File: src/rtl/nand_feat_pkg.sv
package nand_feat_pkg;

  localparam int BYTE_W = 8;

  localparam logic [BYTE_W-1:0] OP_REG_WRITE = 8'h1F;
  localparam logic [BYTE_W-1:0] OP_REG_READ  = 8'h0F;
  localparam logic [BYTE_W-1:0] OP_WEL_SET   = 8'h06;
  localparam logic [BYTE_W-1:0] OP_WEL_CLR   = 8'h04;
  localparam logic [BYTE_W-1:0] OP_DEV_RESET = 8'hFF;

  localparam logic [BYTE_W-1:0] ADDR_PROTECT = 8'hA0;
  localparam logic [BYTE_W-1:0] ADDR_CONFIG  = 8'hB0;
  localparam logic [BYTE_W-1:0] ADDR_STATUS  = 8'hC0;

  typedef enum logic [2:0] {
    PH_OPCODE,
    PH_ADDR,
    PH_WDATA,
    PH_RDATA,
    PH_SKIP
  } phase_t;

  typedef struct packed {
    logic              welSet;
    logic              welClr;
    logic              devReset;
    logic              regWrite;
    logic              loadRead;
    logic              shiftOut;
    logic              outEnable;
    logic [BYTE_W-1:0] regAddr;
    logic [BYTE_W-1:0] wrData;
  } featCmd_t;

endpackage

File: src/rtl/nand_feat_ctrl.sv
module nand_feat_ctrl
  import nand_feat_pkg::*;
#(
  parameter int SYNC_STAGES = 2
) (
  input  logic     clk,
  input  logic     rstN,
  input  logic     spiSclk,
  input  logic     spiCsN,
  input  logic     spiMosi,
  output featCmd_t cmd
);

  localparam int CNT_W = $clog2(BYTE_W);
  localparam logic [CNT_W-1:0] LAST_BIT = CNT_W'(BYTE_W - 1);

  logic [SYNC_STAGES-1:0] sclkSync, csSync, mosiSync;
  logic sclkQ, csQ, mosiQ, sclkPrev;
  logic riseEdge, fallEdge, byteDone;
  logic [CNT_W-1:0] bitCnt;
  logic [BYTE_W-2:0] shiftIn;
  logic [BYTE_W-1:0] byteNext, addrQ;
  logic isRead;
  phase_t phase;

  always_ff @(posedge clk or negedge rstN) begin
    if (!rstN) begin
      sclkSync <= '0;
      csSync   <= '1;
      mosiSync <= '0;
      sclkPrev <= 1'b0;
    end else begin
      sclkSync <= {sclkSync[SYNC_STAGES-2:0], spiSclk};
      csSync   <= {csSync[SYNC_STAGES-2:0], spiCsN};
      mosiSync <= {mosiSync[SYNC_STAGES-2:0], spiMosi};
      sclkPrev <= sclkSync[SYNC_STAGES-1];
    end
  end

  assign sclkQ    = sclkSync[SYNC_STAGES-1];
  assign csQ      = csSync[SYNC_STAGES-1];
  assign mosiQ    = mosiSync[SYNC_STAGES-1];
  assign riseEdge = sclkQ & ~sclkPrev & ~csQ;
  assign fallEdge = ~sclkQ & sclkPrev & ~csQ;
  assign byteNext = {shiftIn, mosiQ};
  assign byteDone = riseEdge && (bitCnt == LAST_BIT);

  always_ff @(posedge clk or negedge rstN) begin
    if (!rstN) begin
      phase   <= PH_OPCODE;
      bitCnt  <= '0;
      shiftIn <= '0;
      addrQ   <= '0;
      isRead  <= 1'b0;
    end else if (csQ) begin
      phase   <= PH_OPCODE;
      bitCnt  <= '0;
      isRead  <= 1'b0;
    end else if (riseEdge) begin
      bitCnt  <= bitCnt + 1'b1;
      shiftIn <= {shiftIn[BYTE_W-3:0], mosiQ};
      if (byteDone) begin
        unique case (phase)
          PH_OPCODE: begin
            if (byteNext == OP_REG_READ) begin
              phase  <= PH_ADDR;
              isRead <= 1'b1;
            end else if (byteNext == OP_REG_WRITE) begin
              phase  <= PH_ADDR;
              isRead <= 1'b0;
            end else begin
              phase  <= PH_SKIP;
            end
          end
          PH_ADDR: begin
            addrQ <= byteNext;
            phase <= isRead ? PH_RDATA : PH_WDATA;
          end
          PH_WDATA: phase <= PH_SKIP;
          PH_RDATA: phase <= PH_SKIP;
          default:  phase <= PH_SKIP;
        endcase
      end
    end
  end

  always_comb begin
    cmd = '0;
    cmd.outEnable = (phase == PH_RDATA) && !csQ;
    cmd.shiftOut  = fallEdge && (phase == PH_RDATA) && (bitCnt != '0);
    if (byteDone) begin
      unique case (phase)
        PH_OPCODE: begin
          cmd.welSet   = (byteNext == OP_WEL_SET);
          cmd.welClr   = (byteNext == OP_WEL_CLR);
          cmd.devReset = (byteNext == OP_DEV_RESET);
        end
        PH_ADDR: begin
          cmd.loadRead = isRead;
          cmd.regAddr  = byteNext;
        end
        PH_WDATA: begin
          cmd.regWrite = 1'b1;
          cmd.regAddr  = addrQ;
          cmd.wrData   = byteNext;
        end
        default: ;
      endcase
    end
  end

  // at most one action per completed byte
  assert_single_action_R6: assert property (@(posedge clk) disable iff (!rstN)
    $onehot0({cmd.welSet, cmd.welClr, cmd.devReset, cmd.regWrite, cmd.loadRead}));

  // deselecting returns the decoder to the opcode phase with an empty bit count
  assert_abort_restarts_R9: assert property (@(posedge clk) disable iff (!rstN)
    $rose(csQ) |=> (phase == PH_OPCODE) && (bitCnt == '0));

  // an unknown opcode never leads to a register write
  assert_skip_quiet_R10: assert property (@(posedge clk) disable iff (!rstN)
    (phase == PH_SKIP) |-> !cmd.regWrite && !cmd.loadRead);

endmodule

File: src/rtl/nand_feat_regs.sv
module nand_feat_regs
  import nand_feat_pkg::*;
#(
  parameter logic [BYTE_W-1:0] PROTECT_DEFAULT = 8'h38,
  parameter logic [BYTE_W-1:0] CONFIG_DEFAULT  = 8'h10,
  parameter logic [BYTE_W-1:0] CONFIG_WMASK    = 8'h51
) (
  input  logic     clk,
  input  logic     rstN,
  input  featCmd_t cmd,
  input  logic     sideBusy,
  input  logic     sideEraseFail,
  input  logic     sideProgFail,
  input  logic [1:0] sideEcc,
  output logic     miso
);

  localparam logic [BYTE_W-1:0] CONFIG_RESET = CONFIG_DEFAULT & CONFIG_WMASK;

  logic [BYTE_W-1:0] protectReg, configReg, statusVal, readVal, txShift;
  logic welBit;

  always_ff @(posedge clk or negedge rstN) begin
    if (!rstN) begin
      protectReg <= PROTECT_DEFAULT;
      configReg  <= CONFIG_RESET;
      welBit     <= 1'b0;
    end else if (cmd.devReset) begin
      protectReg <= PROTECT_DEFAULT;
      configReg  <= CONFIG_RESET;
      welBit     <= 1'b0;
    end else begin
      if (cmd.welSet) welBit <= 1'b1;
      if (cmd.welClr) welBit <= 1'b0;
      if (cmd.regWrite) begin
        if (cmd.regAddr == ADDR_PROTECT) protectReg <= cmd.wrData;
        if (cmd.regAddr == ADDR_CONFIG)  configReg  <= cmd.wrData & CONFIG_WMASK;
      end
    end
  end

  assign statusVal = {2'b00, sideEcc, sideProgFail, sideEraseFail, welBit, sideBusy};

  always_comb begin
    unique case (cmd.regAddr)
      ADDR_PROTECT: readVal = protectReg;
      ADDR_CONFIG:  readVal = configReg;
      ADDR_STATUS:  readVal = statusVal;
      default:      readVal = '0;
    endcase
  end

  always_ff @(posedge clk or negedge rstN) begin
    if (!rstN) begin
      txShift <= '0;
    end else if (cmd.loadRead) begin
      txShift <= readVal;
    end else if (cmd.shiftOut) begin
      txShift <= {txShift[BYTE_W-2:0], 1'b0};
    end
  end

  assign miso = cmd.outEnable & txShift[BYTE_W-1];

  // the reset command lands the defaults one cycle later
  assert_reset_defaults_R7: assert property (@(posedge clk) disable iff (!rstN)
    cmd.devReset |=> (protectReg == PROTECT_DEFAULT) && (configReg == CONFIG_RESET) && !welBit);

  // the enable command raises the latch
  assert_latch_set_R6: assert property (@(posedge clk) disable iff (!rstN)
    cmd.welSet |=> welBit);

  // a write aimed at the status address leaves the stored registers alone
  assert_status_write_ignored_R8: assert property (@(posedge clk) disable iff (!rstN)
    (cmd.regWrite && cmd.regAddr == ADDR_STATUS) |=> $stable(protectReg) && $stable(configReg) && $stable(welBit));

  // without a completed command no stored value moves
  assert_no_change_without_command_R9: assert property (@(posedge clk) disable iff (!rstN)
    !(cmd.regWrite || cmd.devReset || cmd.welSet || cmd.welClr)
      |=> $stable(protectReg) && $stable(configReg) && $stable(welBit));

endmodule

File: src/rtl/nand_feat_target.sv
module nand_feat_target
  import nand_feat_pkg::*;
#(
  parameter int SYNC_STAGES = 2,
  parameter logic [7:0] PROTECT_DEFAULT = 8'h38,
  parameter logic [7:0] CONFIG_DEFAULT  = 8'h10,
  parameter logic [7:0] CONFIG_WMASK    = 8'h51
) (
  input  logic       clk,
  input  logic       rstN,
  input  logic       spiSclk,
  input  logic       spiCsN,
  input  logic       spiMosi,
  output logic       spiMiso,
  input  logic       sideBusy,
  input  logic       sideEraseFail,
  input  logic       sideProgFail,
  input  logic [1:0] sideEcc
);

  featCmd_t cmd;

  nand_feat_ctrl #(.SYNC_STAGES(SYNC_STAGES)) u_ctrl (
    .clk     (clk),
    .rstN    (rstN),
    .spiSclk (spiSclk),
    .spiCsN  (spiCsN),
    .spiMosi (spiMosi),
    .cmd     (cmd)
  );

  nand_feat_regs #(
    .PROTECT_DEFAULT (PROTECT_DEFAULT),
    .CONFIG_DEFAULT  (CONFIG_DEFAULT),
    .CONFIG_WMASK    (CONFIG_WMASK)
  ) u_regs (
    .clk           (clk),
    .rstN          (rstN),
    .cmd           (cmd),
    .sideBusy      (sideBusy),
    .sideEraseFail (sideEraseFail),
    .sideProgFail  (sideProgFail),
    .sideEcc       (sideEcc),
    .miso          (spiMiso)
  );

endmodule

File: config.mk
export PLATFORM = sky130hd
export DESIGN_NAME = nand_feat_target
export DESIGN_NICKNAME = d
export VERILOG_FILES = /design/src/rtl/nand_feat_pkg.sv /design/src/rtl/nand_feat_ctrl.sv /design/src/rtl/nand_feat_regs.sv /design/src/rtl/nand_feat_target.sv
export SDC_FILE = /design/constraint.sdc
export NUM_CORES = 1
export LEC_CHECK = 0
export BUFFER_PORTS_ARGS = -buffer_cell sky130_fd_sc_hd__buf_2
export CORE_ASPECT_RATIO = 1.2
export CORE_MARGIN = 4
export CORE_UTILIZATION = 50
export CTS_BUF_LIST = sky130_fd_sc_hd__clkbuf_16
export CTS_CLUSTER_SIZE = 8
export DETAILED_ROUTE_END_ITERATION = 7
export GPL_TIMING_DRIVEN = 0
export PLACE_DENSITY = 0.73
export SYNTH_ARGS = -nofsm -noshare
export SYNTH_HDL_FRONTEND = slang
export SYNTH_SLANG_ARGS = --single-unit
File: constraint.sdc
create_clock -name clk -period 2.6 [get_ports clk]
set_clock_uncertainty 0.05 [all_clocks]
set_input_delay 0.39 -clock clk [delete_from_list [all_inputs] [get_ports clk]]
set_output_delay 0.39 -clock clk [all_outputs]
set_load 0.005 [all_outputs]
==> flow_results.org, run 1 <==
** Run status
- Result of the run :: finished, final reports clean

** Synth
- Mean instance size in the synthesized netlist :: 10.8 µm²
- Of the post-synthesis cell area, the dominant cell type holds 0.454.
- Ranking of synthesized cells by instance count :: dfrtp_1, nand2_1, mux2i_1, nor2_1, mux2_2
- #FFs+latches synth :: 49
- For this run, the leading register cell type out of synthesis is dfrtp_1.
- Fraction of synthesis flops using an asynchronous set or reset pin :: 1.00
- The synthesized netlist occupies a cell area of 2370 µm².
- The synthesized netlist contains 45 unique library cells.
- For this run, the number of Yosys warnings is 0.
- Synthesis handed over a netlist of 219 instances.
- Yosys top cell by area :: dfrtp_1
- Most frequently used cell type in the post-synthesis netlist :: dfrtp_1
- Top cells by area, synth :: dfrtp_1, mux2i_1, dfstp_2, mux2_2, nand2_1
- Counting every net in the synthesized netlist gives 232.
- Of the synthesized area, sequential elements account for 0.520.
- Number of synthesized flops with an enable pin :: 0

** Worst setup path
- For the worst setup path, the data required time is 2.72 ns.
- Sort of element at the end of the critical path :: register
- Across all register-to-register paths, the minimum setup slack is 0.21 ns.
- By startpoint and endpoint, the worst setup path is classified as register to register.
- Slowest stage delay, CP :: 0.54 ns
- The kind of cell with the highest combined delay along the critical path is compound AO/OA/AOI/OAI gates.
- The critical path starts at u_ctrl.csSync[1].
- The startpoint identified for the worst register-to-register timing path is u_ctrl.csSync[1].
- Worst r2r path cells :: 6
- The critical path ends at u_regs.txShift[3].
- Cells along the critical path :: clkbuf_1 > nor3b_1 > o2111ai_1 > mux2i_1 > nor2_1 > a221o_1
- CP Max Fanout :: 10
- On the critical path, the stage with the largest delay is an instance of o2111ai_1.
- Data arrival time of the worst path :: 2.52 ns
- Sum of buffers and inverters on the critical path :: 1
- In this run the critical register-to-register path is captured at u_regs.txShift[3].
- The critical path crosses 6 cells after its start point.
- The worst setup path is launched from a register.

** Detailed routing
- Final wirelength :: 4.72 mm
- The detail route stage leaves a number of antenna-violating nets equal to 0.
- Summing over every cut layer, the via total after detailed routing is 1698.
- First-iteration detailed-routing DRC count :: 116
- In the final routed layout, each cell accounts on average for 16.0 µm.
- The first detailed-routing pass ran for 4 iterations.
- After detailed routing, the number of remaining DRC violations is 0.
- In the routed layout, each cell is associated on average with a via count of 5.76.

** Pwr
- For this design the ratio of total power to cell area is 630 nW/µm².
- Overall power consumption after layout is estimated at 1.67 mW.
- Worst IR drop on VDD :: 0.000424 V
- Leakage dissipation :: 1.25 nW

** STA
- Setup TNS :: 0 ns
- Shortest clock period the worst path allows after layout :: 2.39 ns
- Number of failing hold endpoints at the final stage :: 0
- In the finished design, the share of the clock period the worst path needs comes to 0.920.
- For the pin with the worst max-slew slack, the measured transition is 1.05 ns.
- Measured against its own limit, the worst slew margin works out to 0.297.
- Static timing analysis puts the maximum clock frequency at 418 MHz.
- Setup violations remaining at the end of the flow were counted as 0.
- Setup repair after global routing missed its margin :: no
- Final-report max-slew violation count :: 0
- Final hold slack :: 0.151 ns

** Finish
- Layout filler cell count :: 391
- In the final layout, flip-flops and latches occupy 1230 µm².
- Area used by multi-input combinational logic :: 1060 µm²
- Count of nets after finishing :: 249
- Total inserted antenna cells :: 0
- Share of post-route cells with drive strength above 1 :: 0.194
- The area growth from synthesis to layout is 11.6%.

** Floorplanning
- The die covers 5910 µm².
- Number of core rows :: 27
- Pin placement for this block handled 11 I/O pins.
- DIE HEIGHT :: 83.4 µm
- The die is 70.9 µm wide.
- For this configuration, the core starts out at a cell density of 0.516.
- Area of the core :: 4590 µm²

** GRT
- The first global-routing pass estimated 8.21 mm of wire.
- Pin count of the biggest net entering global routing :: 50
- The layer flagged by global routing as most heavily used is met2.
- The number of antenna violations at the first check in global routing was 0.
- Number of global-route vias before repair :: 1641
- For this run, global-route usage on met1 was measured as 0.242.
- Remaining global-route overflow :: 0
- In the global route stage, met2 resource usage came out at 0.273.
- In the global route stage, overall resource usage came out at 0.174.
- For this run, global-route usage on met3 was measured as 0.0375.

** Run
- Max capacitance violation total :: 0

** Clocking
- In this run, CTS created clock tree buffers numbering 5.
- No sink is reached through more buffers than the 2 on the longest clock path.
- Clock Latency Late Sink :: 0.29 ns
- Clock root cell :: clkbuf_16
- CTS tree :: yes
- Number of H-tree levels :: 2
- The clock net in this run drives a total of 49 sinks.
- Clock transition time at the flip-flop clock pins of the worst setup and hold paths :: 0.06 ns
- For this design, the CTS-stage hold fixing added 0 buffers.

** Placed design
- DP Wirelength :: 3.38 mm
- Port buffering added 10 buffers.
- Placer's final routability congestion estimate :: 0.904

** Hold path
- Hold crit path type :: input port to register
## worst min-delay path by stage
| stage | slack, ns | end | depth (start not counted) | startpoint |
|---|---|---|---|---|
| finish | 0.15 | u_ctrl.csSync[0] | 1 | spiCsN |
| floorplan | 0.04 | u_ctrl.addrQ[0] | 0 | rstN |
| CTS | 0.15 | u_ctrl.csSync[0] | 1 | spiCsN |
| global route | 0.15 | u_ctrl.mosiSync[0] | 1 | spiMosi |
| detailed placement | 0.29 | u_ctrl.mosiSync[1] | 0 | u_ctrl.mosiSync[0] |
| global placement | 0.28 | u_ctrl.mosiSync[1] | 0 | u_ctrl.mosiSync[0] |
## cell usage in the layout (no fill, tap or decap), drive strengths merged, types with 2 or more instances in the layout
| master | n |
|---|---|
| o22ai | 2 |
| mux2 | 14 |
| dfrtp | 43 |
| nand4 | 2 |
| nor4 | 5 |
| a21oi | 5 |
| nor3 | 5 |
| and3b | 3 |
| a31oi | 2 |
| dfstp | 6 |
| buf | 14 |
| nor4b | 2 |
| nor2b | 2 |
| o21ai | 7 |
| a221o | 4 |
| nand3 | 6 |
| nand2b | 4 |
| or3 | 5 |
| nor2 | 18 |
| a211o | 3 |
| nand2 | 23 |
| mux2i | 18 |
| ha | 3 |
| clkbuf | 10 |
| inv | 13 |
## metal layers
metal	routed length, µm	part of all wire
met5	0	0
met4	65	0.014
met3	180	0.038
met2	2290	0.49
met1	2180	0.46
## power breakdown
group / total, mW / switching (mW) / internal (mW)
registers: 0.886 / 0.0738 / 0.812
logic: 0.165 / 0.101 / 0.0636
clock network: 0.615 / 0.266 / 0.349
## area by class of cell
cell class,instances,share of cell area
multi-input combinational,150,0.401
sequential,49,0.466
tap,58,0.0274
buffer,8,0.0147
clock buffer,5,0.0473
clock inverter,3,0.00568
timing repair buffer,11,0.0218
inverter,11,0.0156
## repair_timing
action / in CTS / in global routing
resized for setup: 0 / 2
setup endpoints to repair: 0 / 17
setup buffers: 0 / 1
## through the flow
stage / utilization / instance area (µm²) / worst slack, ns / cells
2_1_floorplan: - / 2370 / 0.480 / 219
3_3_place_gp: 0.543 / 2490 / 0.0687 / 287
3_5_place_dp: 0.543 / 2490 / 0.0767 / 287
4_1_cts: 0.573 / 2630 / 0.0577 / 295
5_1_grt: 0.576 / 2650 / 0.0346 / 295
6_report: 0.576 / 2650 / 0.209 / 295
## sequential cells by signal, indices dropped and copies added (netlist names), 2 cells and up
signal	flops
u_ctrl.mosiSync	2
u_regs.configReg	3
u_ctrl.addrQ	8
u_ctrl.sclkSync	2
u_regs.protectReg	8
u_ctrl.shiftIn	7
u_ctrl.bitCnt	3
u_regs.txShift	8
u_ctrl.phase	3
u_ctrl.csSync	2
## cells by family after synthesis
family | synth area share
compound gates | 0.0913
mux | 0.142
xor+xnor | 0.00369
fa+ha+maj | 0.0158
buf+inv | 0.0354
simple gates | 0.191
flops | 0.520
No activity file was read; power rests on OpenSTA's default activity.
==> run 2: changes to the inputs <==
Settings changed: BUFFER_PORTS_ARGS -buffer_cell sky130_fd_sc_hd__buf_2 to unset, DONT_BUFFER_PORTS set to 1, PLACE_DENSITY 0.73 to 0.71.
==> flow_results.org, run 2 (synthesis gave the netlist of run 1 again) <==
** Run status
- Result of the run :: finished, final reports clean

** STA
- Final hold slack :: 0.0472 ns
- Derived from the worst setup path, the maximum achievable clock frequency is 404 MHz.
- Setup slack of the critical path after layout :: 0.125 ns
- Final cycle utilization of the critical path :: 0.952
- Number of failing hold endpoints at the final stage :: 0
- Slew Limit Headroom :: 0.395
- Setup TNS :: 0 ns
- Number of setup violations in the final report :: 0
- The number of pins with negative max-slew slack in the final report came to 0.
- Shortest clock period the worst path allows after layout :: 2.48 ns
- At the pin with the least slew margin, the transition time is 0.907 ns.
- Setup repair after global routing could not meet its margin everywhere.

** Placed design
- The HPWL after detailed placement is 3.28 mm.
- Total of buffers placed on input and output ports :: 0
- Placer's final routability congestion estimate :: 0.858
- Setup Slack @ Placement :: 0.0778 ns
- Area of placed instances :: 2440 µm²
- After detailed placement, the design holds a cell count of 277.

** Finish
- The largest registers in the layout are u_ctrl.addrQ x8, u_regs.protectReg x8, u_regs.txShift x8.
- The library cell used most frequently in the layout, excluding fill and tap cells, is dfrtp_1.
- Final instance count without filler cells :: 288
- Share of post-route cells with drive strength above 1 :: 0.165
- The library cells used most frequently in the layout, excluding fill and tap cells, are dfrtp_1, nand2_1, nor2_1, mux2i_1, mux2_2.
- For this run, the share of the core covered by cells in the final layout is 0.578.
- Layout filler cell count :: 397
- Post-route cell area :: 2660 µm²
- The repair_antennas step left the layout with diodes totalling 0.
- Compared with the post-synthesis result, the final layout area differs by 12.0%.
- Count of nets after finishing :: 242

** Clocking
- Clock Latency Late Sink :: 0.28 ns
- The tree is rooted in a clkbuf_16.
- Sink Count :: 49
- The number of clock buffers added by TritonCTS is 5.
- Clock Path Buffers :: 2
- After clock tree synthesis, the clock-pin slew on the worst setup and hold paths is 0.06 ns.
- The clock tree synthesis step divided the H-tree into 2 levels.
- TritonCTS built the clock tree.

** GRT
- Number of global-route vias before repair :: 1612
- In the global route stage, overall resource usage came out at 0.169.
- Entering global routing, the biggest net connects 50 pins.
- The first global-routing pass estimated 8.00 mm of wire.
- For this run the aggregate overflow at the end of global routing stands at 0.
- Initial antenna violation count :: 0

** Detailed routing
- Routed length per instance :: 16.3 µm
- Summed over all layers, the routed wires come to 4.68 mm.
- Number of remaining DRC errors :: 0
- First-pass iteration count of the detailed router :: 5
- Using the TritonRoute via totals, the vias-per-cell ratio works out to 5.68.
- Detailed routing inserted a total of 1637 vias.
- The detailed router finished its first iteration with 112 violations.
- The count of nets left with antenna violations once routing finished came out at 0.

** Pwr
- Leakage dissipation :: 1.22 nW
- Overall power consumption :: 1.65 mW
- Power per standard cell area :: 622 nW/µm²
- Worst IR drop on VDD :: 0.000283 V

** Floorplanning
- Total die area :: 5910 µm²
- The die is 83.4 µm tall.
- Initial Utilization :: 0.516
- The die is 70.9 µm wide.
- I/O Pins :: 11
- The floorplan has 27 rows.
- Area of the core :: 4590 µm²

** Hold path
- The path class of the tightest hold or removal check is input port to register.
- Hold Crit Depth :: 0

** Worst setup path
- CP Max Fanout :: 8
- Sort of element at the end of the critical path :: register
- The worst register-to-register path has a depth of 9.
- The worst setup path is launched from a register.
- Data on the critical path arrives at its endpoint at 2.63 ns.
- Crit path kind :: register to register
- Data required time of the critical path :: 2.75 ns

** Run
- Max-cap violations in this run came to 0.
-- run 2: per-layer routing --
metal,global-route usage,vias to the layer above,share of wire
met3,0.0424,8,0.040
met1,0.237,790,0.46
met5,0,-,0
met2,0.260,33,0.49
met4,0.0462,0,0.016
li1,-,806,-
-- run 2: layout make-up --
cell class              instances  area [µm²]  area share
flip-flops and latches         49        1230       0.465
inverters                      11        41.3      0.0156
repair buffers                  3        57.6      0.0217
clock inverters                 3        12.5     0.00471
plain buffers                   9        42.5      0.0160
well taps                      58        72.6      0.0273
multi-input cells             150        1070       0.403
clock buffers                   5         125      0.0471
-- run 2: where the power goes --
group	switching, mW	total, mW	internal, mW
combinational	0.0976	0.162	0.0645
clock	0.256	0.604	0.348
sequential	0.0743	0.886	0.812
-- run 2: critical path, cell delays in order, from the launching register on --
cell and delay (ns):
dfrtp_1 0.36, ha_1 0.15, ha_1 0.20, and3b_1 0.16, clkbuf_1 0.23, o211ai_1 0.23
nand2b_1 0.28, nor4_4 0.37, buf_12 0.18, mux2i_1 0.18
-- run 2: worst paths after layout --
kind | from | to | slack, ns
min | spiCsN | u_ctrl.csSync[0] | 0.05
max reg2reg | u_ctrl.bitCnt[1] | u_regs.protectReg[6] | 0.12
min in group asynchronous | rstN | u_regs.txShift[4] | 0.58
max in group asynchronous | rstN | u_ctrl.csSync[1] | 1.66
max | u_ctrl.bitCnt[1] | u_regs.protectReg[6] | 0.12
min reg2reg | u_ctrl.mosiSync[0] | u_ctrl.mosiSync[1] | 0.30
-- run 2: repair_timing --
item                                   in CTS  in global routing
buffers inserted                            0                  1
hold buffers                                2                  0
gates resized for setup                     0                  3
endpoints found under the hold margin      49                  0
setup endpoints to repair                   0                 15
==> run 3: changes to the inputs <==
Settings changed: MAX_ROUTING_LAYER set to met4, TNS_END_PERCENT set to 20.
==> flow_results.org, run 3 (synthesis gave the netlist of run 1 again) <==
** Run status
- The run finished with clean final reports.

** Worst setup path
- Launching instance or port of the critical path :: u_ctrl.bitCnt[1]
- Worst Setup Start Kind :: register
- For this run, the slowest stage of the critical path takes 0.68 ns.
- The worst setup path is captured at a register.
- The critical path goes through ha_1 > ha_1 > and3b_1 > clkbuf_2 > o211ai_1 > nor4b_1 > and2_1 > a221o_1.
- In this run the critical register-to-register path is captured at u_regs.txShift[2].
- Counting cells, the worst reg-to-reg path comes to 8.
- STA puts the critical path data arrival time at 2.62 ns.
- Register-to-register setup slack :: 0.15 ns
- STA puts the critical path data required time at 2.77 ns.
- Together, buffers and inverters on the worst path number 1.
- Among all stages on the critical path, the largest delay is contributed by nor4b_1.
- The kind of cell with the highest combined delay along the critical path is simple AND/OR/NAND/NOR gates.
- CP Max Fanout :: 6
- The cell that appears most often on the critical path is ha_1.
- Crit path kind :: register to register
- The worst register-to-register path begins at u_ctrl.bitCnt[1].

** Pwr
- Overall power consumption :: 1.65 mW
- The worst-case IR drop observed on VDD is 0.000282 V.
- Summed over all cells, the static leakage comes to 1.22 nW.
- Power spread over the standard cell area amounts to 631 nW/µm².

** Detailed routing
- After detailed routing, the number of remaining DRC violations is 0.
- The first detailed-routing pass took 4 iterations.
- After detailed routing, the number of vias per cell comes to 5.69.
- Vias after detailed routing :: 1634
- Once detail routing completed, the nets flagged for antenna violations numbered 0.
- Routed length per instance :: 16.1 µm
- Final wirelength :: 4.63 mm
- For this block, the initial DRC count from the detailed router was 93.

** Run
- Across the run, the number of max-cap violations was 0.

** Floorplanning
- Total die area :: 5910 µm²
- The floorplan has 27 rows.
- The floorplan step set the die height to 83.4 µm.
- Initial Utilization :: 0.516
- Area of the core :: 4590 µm²
- During I/O placement, the number of pins put on the boundary was 11.
- The die is 70.9 µm wide.

** GRT
- Pin count of the biggest net entering global routing :: 50
- The number of antenna violations at the first check in global routing came to 0.
- Number of global-route vias before repair :: 1607
- GR Util All Layers :: 0.173
- For this run, global-route usage on met3 was measured as 0.0387.
- In the global route stage, met2 resource usage came out at 0.261.
- Met1 usage in global routing :: 0.237
- The first global-routing pass estimated 8.00 mm of wire.
- Remaining global-route overflow :: 0
- The layer flagged by global routing as most heavily used is met2.

** STA
- Final-report max-slew violation count :: 0
- For the final routed database, the setup TNS stands at 0 ns.
- Setup repair after global routing missed its margin :: yes
- Dividing the final minimum period by the clock period gives 0.942.
- Shortest clock period the worst path allows after layout :: 2.45 ns
- Setup violations remaining at the end of the flow were counted as 0.
- Setup slack of the critical path after layout :: 0.150 ns
- Transition at the pin with the smallest max-transition slack :: 0.898 ns
- Slew Limit Headroom :: 0.401
- The final number of hold-violating endpoints came to 0.
- Top achievable clock speed :: 408 MHz

** Clocking
- CTS tree :: yes
- The root buffer cell chosen for the clock tree is clkbuf_16.
- Clock Path Buffers :: 2
- At the later pin of the worst-skew pair, clock insertion delay measures 0.28 ns.
- The number of clock buffers added by TritonCTS is 5.
- Clock transition time at the flip-flop clock pins of the worst setup and hold paths :: 0.06 ns
- Sink Count :: 49
- The clock tree synthesis step divided the H-tree into 2 levels.

** Placed design
- Total of buffers placed on input and output ports :: 0
- Placer's final routability congestion estimate :: 0.871
- Detailed placement ended at an HPWL of 3.28 mm.
- Prior to clock tree synthesis, the placed netlist has a worst setup slack of 0.0778 ns.

** Hold path
- For hold timing, the worst endpoint is u_ctrl.csSync[0].
- Along the worst hold path, the cell count comes to 0.
- Hold_sp :: spiCsN
- The tightest min-delay check is of the input port to register type.

** Finish
- In the final design database the tool counted 241 nets.
- Measured on the finished design, the core utilization comes to 0.570.
- Leading cell type in the layout, fill and taps excluded :: dfrtp_1
- Total inserted antenna cells :: 0
- Top Registers :: u_ctrl.addrQ x8, u_regs.protectReg x8, u_regs.txShift x8
- Commonest cells after routing, fill and taps aside :: dfrtp_1, nand2_1, nor2_1, mux2i_1, mux2_2
- In the final layout, the share of cells above drive strength 1 is 0.153.
- Area growth from synthesis to final layout :: 10.5%
## run 3: cell count changes in the layout (fill, tap and decap cells not counted)
cell      previous run  this run
clkbuf_1             6         5
nor3_1               4         5
clkbuf_2             0         1
buf_12               1         0
nor4b_1              1         2
nor4b_2              1         0
a211oi_1             0         1
nor3_2               1         0
a211oi_2             1         0
## run 3: how the worst max path moves through the flow
stage,to,slack (ns),cells past startpoint
after detailed placement,u_regs.txShift[5],0.08,8
after CTS,u_regs.txShift[2],0.07,8
after global routing,u_regs.configReg[0],-0.009,8
after floorplan,u_regs.protectReg[3],0.48,8
after global placement,u_regs.txShift[2],0.05,8
final,u_regs.txShift[2],0.15,8
## run 3: repair_timing
action,CTS,global route
hold endpoints to repair,49,0
hold buffers,2,0
buffers inserted,0,0
endpoints found under the setup margin,0,15
gates resized for setup,0,1
## run 3: power by group
part | switching, mW | total (mW) | internal (mW)
clock | 0.258 | 0.605 | 0.348
combinational | 0.0982 | 0.163 | 0.0645
sequential | 0.0741 | 0.886 | 0.812
total | 0.430 | 1.65 | 1.22
## run 3: worst register-to-register path: stages (launching register included)
cell      delay [ns]
dfrtp_1         0.36
ha_1            0.15
ha_1            0.20
and3b_1         0.17
clkbuf_2        0.16
o211ai_1        0.15
nor4b_1         0.68
and2_1          0.30
a221o_1         0.16
## run 3: layer usage
layer / vias to the layer above / part of all wire / wire length (µm)
met4: 0 / 0.013 / 58
li1: 806 / - / -
met5: - / 0 / 0
met2: 27 / 0.50 / 2310
met1: 795 / 0.45 / 2100
met3: 6 / 0.035 / 160
## run 3: per-stage QoR
step	hold WS [ns]	cells	cell area, µm²
3_5_place_dp	0.0452	277	2440
6_report	0.0468	287	2620
4_1_cts	0.0435	287	2620
3_3_place_gp	0.0455	277	2440
2_1_floorplan	0.0444	219	2370
5_1_grt	0.0355	287	2620
## run 3: area by class of cell
| class | count | area (µm²) |
|---|---|---|
| buffer | 9 | 43.8 |
| clock buffer | 5 | 125 |
| clock inverter | 3 | 12.5 |
| fill | 409 | 1970 |
| inverter | 11 | 41.3 |
| multi-input combinational | 150 | 1050 |
| sequential | 49 | 1230 |
| tap | 58 | 72.6 |
| timing repair buffer | 2 | 37.5 |
